### src/rtl/xlate_pkg.sv
package xlate_pkg;

    typedef enum logic [1:0] {
        ST_IDLE          = 2'd0,
        ST_SYS_PTE_READ  = 2'd1,
        ST_USER_PTE_READ = 2'd2,
        ST_DONE          = 2'd3
    } xlate_state_e;

    typedef enum logic [1:0] {
        FLT_NONE    = 2'd0,
        FLT_LENGTH  = 2'd1,
        FLT_INVALID = 2'd2
    } xlate_fault_e;

    typedef enum logic [1:0] {
        RGN_UP   = 2'b00,
        RGN_DOWN = 2'b01,
        RGN_SYS  = 2'b10,
        RGN_RSVD = 2'b11
    } xlate_region_e;

endpackage

### src/rtl/xlate_region_check.sv
module xlate_region_check
    import xlate_pkg::*;
#(
    parameter int VA_W  = 32,
    parameter int OFF_W = 9,
    localparam int VPN_W = VA_W - 2 - OFF_W
) (
    input  logic [VA_W-1:0]  vaddr_i,
    input  logic [VPN_W-1:0] up_len_i,
    input  logic [VPN_W-1:0] down_len_i,
    output xlate_region_e    region_o,
    output logic [VPN_W-1:0] vpn_o,
    output logic             len_ok_o
);
    always_comb begin
        region_o = xlate_region_e'(vaddr_i[VA_W-1 -: 2]);
        vpn_o    = vaddr_i[VA_W-3:OFF_W];
        unique case (region_o)
            RGN_UP:   len_ok_o = (vpn_o < up_len_i);
            RGN_DOWN: len_ok_o = (vpn_o >= down_len_i);
            RGN_SYS:  len_ok_o = 1'b1;
            RGN_RSVD: len_ok_o = 1'b0;
        endcase
    end
endmodule

### src/rtl/xlate_pte_addr.sv
module xlate_pte_addr
    import xlate_pkg::*;
#(
    parameter int VA_W  = 32,
    parameter int OFF_W = 9,
    parameter int PFN_W = 21,
    localparam int VPN_W = VA_W - 2 - OFF_W,
    localparam int PA_W  = PFN_W + OFF_W
) (
    input  xlate_region_e    region_i,
    input  logic [VPN_W-1:0] vpn_i,
    input  logic [PA_W-1:0]  sys_base_i,
    input  logic [VA_W-1:0]  up_base_i,
    input  logic [VA_W-1:0]  down_base_i,
    output logic [PA_W-1:0]  sys_pte_pa_o,
    output logic [VA_W-1:0]  user_pte_va_o,
    output logic [PA_W-1:0]  nest_pte_pa_o
);
    localparam int ENTRY_SH = 2;

    logic [VA_W-1:0]  user_base;
    logic [VPN_W-1:0] nest_vpn;

    always_comb begin
        user_base     = (region_i == RGN_DOWN) ? down_base_i : up_base_i;
        sys_pte_pa_o  = sys_base_i + PA_W'({vpn_i, {ENTRY_SH{1'b0}}});
        user_pte_va_o = user_base + VA_W'({vpn_i, {ENTRY_SH{1'b0}}});
        nest_vpn      = user_pte_va_o[VA_W-3:OFF_W];
        nest_pte_pa_o = sys_base_i + PA_W'({nest_vpn, {ENTRY_SH{1'b0}}});
    end
endmodule

### src/rtl/region_xlate.sv
module region_xlate
    import xlate_pkg::*;
#(
    parameter int VA_W  = 32,
    parameter int OFF_W = 9,
    parameter int PFN_W = 21,
    parameter int PTE_W = 32,
    localparam int VPN_W = VA_W - 2 - OFF_W,
    localparam int PA_W  = PFN_W + OFF_W
) (
    input  logic             clk,
    input  logic             rst_n,
    input  logic             paging_en,
    input  logic [PA_W-1:0]  sys_base,
    input  logic [VA_W-1:0]  up_base,
    input  logic [VPN_W-1:0] up_len,
    input  logic [VA_W-1:0]  down_base,
    input  logic [VPN_W-1:0] down_len,
    input  logic             req_valid,
    input  logic [VA_W-1:0]  req_vaddr,
    output logic             req_ready,
    output logic             done,
    output logic [PA_W-1:0]  done_paddr,
    output logic [1:0]       done_fault,
    output logic             mem_rd,
    output logic [PA_W-1:0]  mem_addr,
    input  logic             mem_rvalid,
    input  logic [PTE_W-1:0] mem_rdata
);
    localparam int VALID_BIT = PTE_W - 1;

    xlate_state_e    state_q;
    xlate_fault_e    fault_q;
    logic [VA_W-1:0] va_q;
    logic [VA_W-1:0] pte_va_q;
    logic [PA_W-1:0] addr_q;
    logic [PA_W-1:0] paddr_q;
    logic            nested_q;

    xlate_region_e    region;
    logic [VPN_W-1:0] vpn;
    logic             len_ok;
    logic [PA_W-1:0]  sys_pte_pa;
    logic [VA_W-1:0]  user_pte_va;
    logic [PA_W-1:0]  nest_pte_pa;
    logic             pte_ok;
    logic [PFN_W-1:0] pte_pfn;
    logic             accept;

    xlate_region_check #(.VA_W(VA_W), .OFF_W(OFF_W)) u_region (
        .vaddr_i    (req_vaddr),
        .up_len_i   (up_len),
        .down_len_i (down_len),
        .region_o   (region),
        .vpn_o      (vpn),
        .len_ok_o   (len_ok)
    );

    xlate_pte_addr #(.VA_W(VA_W), .OFF_W(OFF_W), .PFN_W(PFN_W)) u_addr (
        .region_i      (region),
        .vpn_i         (vpn),
        .sys_base_i    (sys_base),
        .up_base_i     (up_base),
        .down_base_i   (down_base),
        .sys_pte_pa_o  (sys_pte_pa),
        .user_pte_va_o (user_pte_va),
        .nest_pte_pa_o (nest_pte_pa)
    );

    assign pte_ok  = mem_rdata[VALID_BIT];
    assign pte_pfn = mem_rdata[PFN_W-1:0];
    assign accept  = req_valid && (state_q == ST_IDLE);

    // State register and datapath registers
    always_ff @(posedge clk or negedge rst_n) begin
        if (!rst_n) begin
            state_q  <= ST_IDLE;
            fault_q  <= FLT_NONE;
            va_q     <= '0;
            pte_va_q <= '0;
            addr_q   <= '0;
            paddr_q  <= '0;
            nested_q <= 1'b0;
        end else begin
            unique case (state_q)
                ST_IDLE: begin
                    if (accept) begin
                        va_q    <= req_vaddr;
                        fault_q <= FLT_NONE;
                        paddr_q <= '0;
                        if (!paging_en) begin
                            paddr_q <= req_vaddr[PA_W-1:0];
                            state_q <= ST_DONE;
                        end else if (!len_ok) begin
                            fault_q <= FLT_LENGTH;
                            state_q <= ST_DONE;
                        end else if (region == RGN_SYS) begin
                            addr_q   <= sys_pte_pa;
                            nested_q <= 1'b0;
                            state_q  <= ST_SYS_PTE_READ;
                        end else begin
                            pte_va_q <= user_pte_va;
                            addr_q   <= nest_pte_pa;
                            nested_q <= 1'b1;
                            state_q  <= ST_SYS_PTE_READ;
                        end
                    end
                end
                ST_SYS_PTE_READ: begin
                    if (mem_rvalid) begin
                        if (!pte_ok) begin
                            fault_q <= FLT_INVALID;
                            state_q <= ST_DONE;
                        end else if (nested_q) begin
                            addr_q  <= {pte_pfn, pte_va_q[OFF_W-1:0]};
                            state_q <= ST_USER_PTE_READ;
                        end else begin
                            paddr_q <= {pte_pfn, va_q[OFF_W-1:0]};
                            state_q <= ST_DONE;
                        end
                    end
                end
                ST_USER_PTE_READ: begin
                    if (mem_rvalid) begin
                        if (!pte_ok) begin
                            fault_q <= FLT_INVALID;
                        end else begin
                            paddr_q <= {pte_pfn, va_q[OFF_W-1:0]};
                        end
                        state_q <= ST_DONE;
                    end
                end
                ST_DONE: begin
                    state_q <= ST_IDLE;
                end
            endcase
        end
    end

    // Outputs decoded from the state
    always_comb begin
        req_ready  = 1'b0;
        done       = 1'b0;
        mem_rd     = 1'b0;
        mem_addr   = addr_q;
        done_paddr = paddr_q;
        done_fault = fault_q;
        unique case (state_q)
            ST_IDLE:          req_ready = 1'b1;
            ST_SYS_PTE_READ:  mem_rd    = 1'b1;
            ST_USER_PTE_READ: mem_rd    = 1'b1;
            ST_DONE:          done      = 1'b1;
        endcase
    end
endmodule

### config.mk
export PLATFORM = sky130hd
export DESIGN_NAME = region_xlate
export DESIGN_NICKNAME = d
export VERILOG_FILES = /design/src/rtl/xlate_pkg.sv /design/src/rtl/xlate_region_check.sv /design/src/rtl/xlate_pte_addr.sv /design/src/rtl/region_xlate.sv
export SDC_FILE = /design/constraint.sdc
export NUM_CORES = 1
export LEC_CHECK = 0
export BUFFER_PORTS_ARGS = -buffer_cell sky130_fd_sc_hd__buf_2
export CAP_MARGIN = 20
export CORE_MARGIN = 5
export CORE_UTILIZATION = 45
export CTS_CLUSTER_DIAMETER = 120
export DETAILED_ROUTE_END_ITERATION = 7
export PLACE_DENSITY = 0.76
export SETUP_SLACK_MARGIN = 0.05
export SLEW_MARGIN = 25
export SYNTH_ARGS = -nofsm -noshare
export SYNTH_HDL_FRONTEND = slang
export SYNTH_SLANG_ARGS = --single-unit
export TNS_END_PERCENT = 30
### constraint.sdc
create_clock -name clk -period 2 [get_ports clk]
set_input_delay 0.2 -clock clk [delete_from_list [all_inputs] [get_ports clk]]
set_output_delay 0.2 -clock clk [all_outputs]
set_load 0.03 [all_outputs]
Yosys cells after proc, flatten, opt, wreduce, memory -nomap -nowiden
Index checks and enable logic that the tools add are counted.
{"block": "totals", "elab_cells": 80, "regBits": 83, "in_bits": 205}
{"block": "classes", "order_cmp": 2, "bitwise_logic": 1, "n_reduce_logical": 14, "n_addsub": 3, "n_mux": 36, "n_eq_ne": 17}
{"operator": "$mux 30", "count": 15}
{"operator": "$add 30x23->30", "count": 3}
{"operator": "$pmux 30 s3", "count": 1}
{"operator": "$pmux 30 s2", "count": 1}
{"operator": "$ge 21x21->1", "count": 1}
{"operator": "$lt 21x21->1", "count": 1}
{"operator": "$ne 2x2->1 const B", "count": 10}
{"operator": "$mux 2", "count": 8}
{"operator": "$reduce_and 7->1", "count": 2}
{"operator": "$eq 2x2->1 const B", "count": 4}
{"operator": "$mux 1", "count": 8}
{"operator": "$pmux 2 s4", "count": 1}
{"operator": "$reduce_and 4->1", "count": 2}
{"operator": "$reduce_and 5->1", "count": 1}
{"operator": "$eq 2x1->1 const B", "count": 2}
{"operator": "$logic_not 2->1", "count": 2}
{"operator": "$pmux 1 s4", "count": 1}
{"operator": "$pmux 2 s2", "count": 1}
{"operator": "$reduce_bool 2->1", "count": 2}
{"operator": "$reduce_and 3->1", "count": 1}
{"operator": "$reduce_bool 3->1", "count": 1}
{"operator": "$ne 2x1->1 const B", "count": 1}
{"operator": "$reduce_and 2->1", "count": 1}
{"operator": "$reduce_or 2->1", "count": 1}
{"operator": "2 further kinds", "count": 2}

Depth between registers and ports, before layout
{"block": "depth", "depth_word": 9, "ltp_mapped": 26, "mapped_depth_nobuf": 22}

Modules after synthesis
From an unflattened synthesis, not the netlist that was laid out.
{"block": "unflattened", "cells_unflattened": 1101, "area_unflattened_um2": 9585.4}
{"mod": "region_xlate", "instances": 1, "seq_area_each_um2": 2077.0, "cells_each": 366, "area_per_inst_um2": 4503.1}
{"mod": "xlate_pte_addr", "instances": 1, "seq_area_each_um2": 0.0, "cells_each": 562, "area_per_inst_um2": 3844.9}
{"mod": "xlate_region_check", "instances": 1, "seq_area_each_um2": 0.0, "cells_each": 173, "area_per_inst_um2": 1237.4}

Worst setup path before layout
Ideal clock, no wire load.
{"block": "synth_timing", "path_type": "in2reg", "from": "input port req_vaddr[30]", "to": "register addr_q[24], in the netlist mem_addr[24]", "setup_time_ps": 125, "slack_ps": -3181, "stages": 25, "arrival_ps": 5057, "t_required_ps": 1875, "path_cell_list": "nor2b_1 buf_2 clkbuf_1 buf_1 nand2_1 nand2_1 ha_1 fa_1 a211o_1 a211oi_1 or4_1 a21oi_2 o311ai_1 nand2b_1 xnor2_1 o21ai_1 ha_1 and3_1 nand3_1 a211oi_1 nor4_2 o211ai_1 a2111oi_0 a311o_1 mux2_2"}
{"block": "synth_via", "elab_chain_cells": 9, "elab_cells_between_ends": 15}
{"element": "start, declared", "line": "region_xlate.sv:20", "rtl": "input logic [VA_W-1:0] req_vaddr,"}
{"element": "$eq 2x1->1", "line": "xlate_region_check.sv:18, xlate_pte_addr.sv:25"}
{"element": "$mux 30", "line": "xlate_pte_addr.sv:25", "rtl": "user_base = (region_i == RGN_DOWN) ? down_base_i : up_base_i;"}
{"element": "$add 30x23->30", "line": "xlate_pte_addr.sv:27", "rtl": "user_pte_va_o = user_base + VA_W'({vpn_i, {ENTRY_SH{1'b0}}});"}
{"element": "$add 30x23->30", "line": "xlate_pte_addr.sv:29", "rtl": "nest_pte_pa_o = sys_base_i + PA_W'({nest_vpn, {ENTRY_SH{1'b0}}});"}
{"element": "$mux 30", "line": "region_xlate.sv:97", "rtl": "end else if (region == RGN_SYS) begin"}
{"element": "$mux 30", "line": "region_xlate.sv:94", "rtl": "end else if (!len_ok) begin"}
{"element": "$mux 30", "line": "region_xlate.sv:91", "rtl": "if (!paging_en) begin"}
{"element": "$mux 30", "line": "region_xlate.sv:87", "rtl": "if (accept) begin"}
{"element": "$pmux 30 s2", "line": "region_xlate.sv:85", "rtl": "unique case (state_q)"}
{"element": "end signal, assigned", "line": "region_xlate.sv:98", "rtl": "addr_q <= sys_pte_pa;"}
{"element": "end signal, assigned", "line": "region_xlate.sv:103", "rtl": "addr_q <= nest_pte_pa;"}
{"element": "end signal, assigned", "line": "region_xlate.sv:115", "rtl": "addr_q <= {pte_pfn, pte_va_q[OFF_W-1:0]};"}
{"element": "end, declared", "line": "region_xlate.sv:36", "rtl": "logic [PA_W-1:0] addr_q;"}
Parallel ways exist; a longest one is shown, timed or not. The select of a mux whose other input is x is not followed.
A chain may end at the register's enable or synchronous reset.

Worst setup path after layout
{"block": "layout_timing", "from": "input port req_vaddr[31]", "to": "register addr_q[24], in the netlist mem_addr[24]"}
The elaborated chain is that of the path after synthesis.

==> key figures <==
Synthesis
  • Mean post-synth cell area: 8.14 sq um
  • Synth Warn #: 0
  • Post-synth EDFFs: 0
  • Ys async rst share: 1.00
  • Top cell type's share of synthesized area: 0.259
  • Main area contributors after synthesis: dfrtp_1 26%, ha_1 14%, mux2_2 7.6%
  • Mapped Area: 0.00803 sq mm
  • Syn_nets: 1281
  • Count of cell types in the netlist: 76
  • Synthesized instance count: 986
  • Seq cells post-synth: 83
  • Main synth FF type: dfrtp_1
  • Part of the Yosys area used for sequential elements: 0.259
  • Cell taking the most area after synthesis: dfrtp_1

Floorplanning
  • Io pins: 270
  • Core Area: 0.0174 sq mm
  • Initial core utilization: 0.461
  • Std-Cell Rows: 48
  • Die ar.: 0.0206 sq mm
  • Die height: 144 um
  • Horiz. Die Dim: 144 um

Worst hold path
  • Hold wc startpoint: req_vaddr[8]
  • Min-Delay Path Class: input port to flip-flop

Clock tree
  • TritonCTS clock tree: done
  • Worst skew pair latency: 340 ps
  • Clock slew at reported path FFs: 60 ps
  • TritonCTS Buffers: 9
  • Root Driver: clkbuf_16
  • H-tree depth: 3
  • Clk sinks: 83
  • CTS Buffer Depth: 2

Drt
  • Remaining DRCs: 0
  • Number of DRC markers in iteration 0: 650
  • Routed Antenna Nets: 0
  • Post-Route WL: 31800 um
  • Via count: 9603
  • Router iterations before antenna repair: 5
  • DR WL/cell: 19.0 um
  • Via/cell ratio: 5.73

STA
  • Setup violators final: 42
  • Worst slew pin tran: 828 ps
  • Fin Setup TNS: -65990 ps
  • Hold_ws: 109 ps
  • Tmin final: 4550 ps
  • RSZ-0062 raised after global routing: true
  • Slew HR: 0.446
  • Final worst setup slack: -2550 ps
  • Period utilisation layout: 2.27
  • Final Slew Violations: 0
  • Final Hold Vio Count: 0
  • Max Clock Skew: 8.83 ps
  • Max Freq: 0.220 GHz

Worst setup path
  • Worst EP arrival: 4770 ps
  • Worst r2r src: state_q[0]$_DFFE_PN0P_
  • Setup crit start: req_vaddr[31]
  • Setup CP Type: input port to flip-flop
  • Crit path capture type: flip-flop
  • CP max FO: 5
  • CP required: 2220 ps
  • CP Launch Type: input port

Place
  • Final Wtd Congestion: 0.979
  • Post-Place Setup Slack: -2970 ps
  • Port Buffers: 255
  • Placed cell count: 1623
  • Post-DP HPWL: 23700 um

GRT
  • Overall Global Routing Usage: 0.278
  • Initial antenna violation count: 6
  • First-pass GRT wire length: 45900 um
  • Grt total ovfl: 0
  • Largest net degree at the start of global routing: 47
  • Vias in the first global route: 9233

Power
  • PD cells: 1190 mW/mm^2
  • Peak VDD IR: 0.992 mV
  • Leakage: 6.25 nW

Layout
  • Layout cell share with drive strength beyond 1: 0.473
  • Layout area overhead: 55.9%
  • Non-Filler Instances: 1676
  • Fin nets: 1736

Flow run
  • Max Cap Viol: 0

Run status
  • Failing checks: negative setup slack
  • Run status: finished, violations left
cell type report:
type                       count  area, sq um
tap                          225          282
sequential                    83         2080
multi-input combinational    800         6430
clock inverter                 6         88.8
fill                        1303         4900
inverter                      62          234
antenna                        5         12.5
clock buffer                  10          229
timing repair buffer         485         3170
cells in the mapped netlist, types with 9 or more instances:
library cell / count
a211oi_1: 10
a21o_1: 32
a21oi_1: 110
a22oi_1: 13
a31oi_1: 11
clkbuf_1: 31
dfrtp_1: 83
ha_1: 88
inv_1: 61
mux2_2: 54
nand2_1: 127
nand2b_1: 9
nand3_1: 22
nand4_1: 10
nor2_1: 85
nor3b_1: 21
o21ai_0: 41
xnor2_1: 18
xor2_1: 16
critical path: stages:
cell and delay (ps):
buf_8 100, nand2b_4 190, nand2_2 70, nand2_1 50, ha_2 180, fa_2 340, a211o_1 310, a211oi_2 270
o21bai_1 110, a21oi_2 220, o21ai_2 120, and2_4 170, o21ai_2 160, o311ai_2 110, ha_2 380, nand4b_1 240
a211oi_4 360, nor4_2 80, buf_4 150, o211ai_1 290, a2111oi_2 120, a311o_1 270, mux2_2 260
flip-flops by register name, indices dropped and copies added, names as in the netlist:
name,count
done_paddr,30
mem_addr,30
pte_va_q,9
va_q,9
done_fault,2
state_q,2
nested_q,1
metrics by stage:
| step | area (sq um) | total power [W] | utilization |
|---|---|---|---|
| 6_report | 12500 | 0.0149 | 0.719 |
| 5_1_grt | 12500 | 0.0158 | 0.719 |
| 4_1_cts | 12000 | 0.0142 | 0.687 |
| 3_5_place_dp | 11200 | 0.0118 | 0.640 |
| 3_3_place_gp | 11200 | 0.0116 | 0.640 |
| 2_1_floorplan | 8180 | 0.00872 | - |
path summary, 6_finish.rpt:
path | endpoint | cells past startpoint | slack, ps
setup / recovery | mem_addr[24]$_DFFE_PN0P_ | 23 | -2550
hold / removal | va_q[8]$_DFFE_PN0P_ | 2 | 110
setup reg to reg | mem_addr[1]$_DFFE_PN0P_ | 7 | -160
hold reg to reg | mem_addr[17]$_DFFE_PN0P_ | 1 | 500
max in group asynchronous | done_paddr[4]$_DFFE_PN0P_ | 3 | 1080
min in group asynchronous | mem_addr[25]$_DFFE_PN0P_ | 2 | 320
per-layer routing:
metal  GRT usage  share of wire  wire [um]  vias to the layer above
met5           0        0.00035         11                        -
met4      0.0872          0.044       1390                        2
met3      0.0446          0.070       2230                       96
met2       0.489           0.48      15400                      436
met1       0.349           0.40      12800                     4588
li1            -              -          -                     4481
power by group:
group          switching, W  internal (W)  leakage, nW
sequential         0.000465       0.00257        0.977
clock              0.000694       0.00110        0.149
combinational       0.00570       0.00434         5.12
what timing repair did:
action	in CTS	in global routing
hold buffers	1	0
endpoints found under the setup margin	72	73
hold endpoints to repair	24	0
gates resized for setup	88	90
pin swaps	59	69
buffers inserted	18	17
kinds of logic after synthesis:
kind of cell,synth area share
adder cells (fa/ha/maj),0.142
flip-flops,0.259
AO/OA/AOI/OAI,0.241
buffers and inverters,0.0502
XOR/XNOR,0.0371
AND/OR/NAND/NOR,0.188
multiplexers,0.0832
cells in the final DEF, fill, tap and decap left out, drive strengths merged, types with 13 or more instances in the layout:
master,n
nand2,127
a21oi,111
mux2,54
dfrtp,83
nor2,85
ha,88
a22oi,13
o21ai,46
inv,62
buf,484
nor3b,21
xnor2,18
nand3,22
xor2,16
a21o,32
Power figures use the tool's default switching activity.
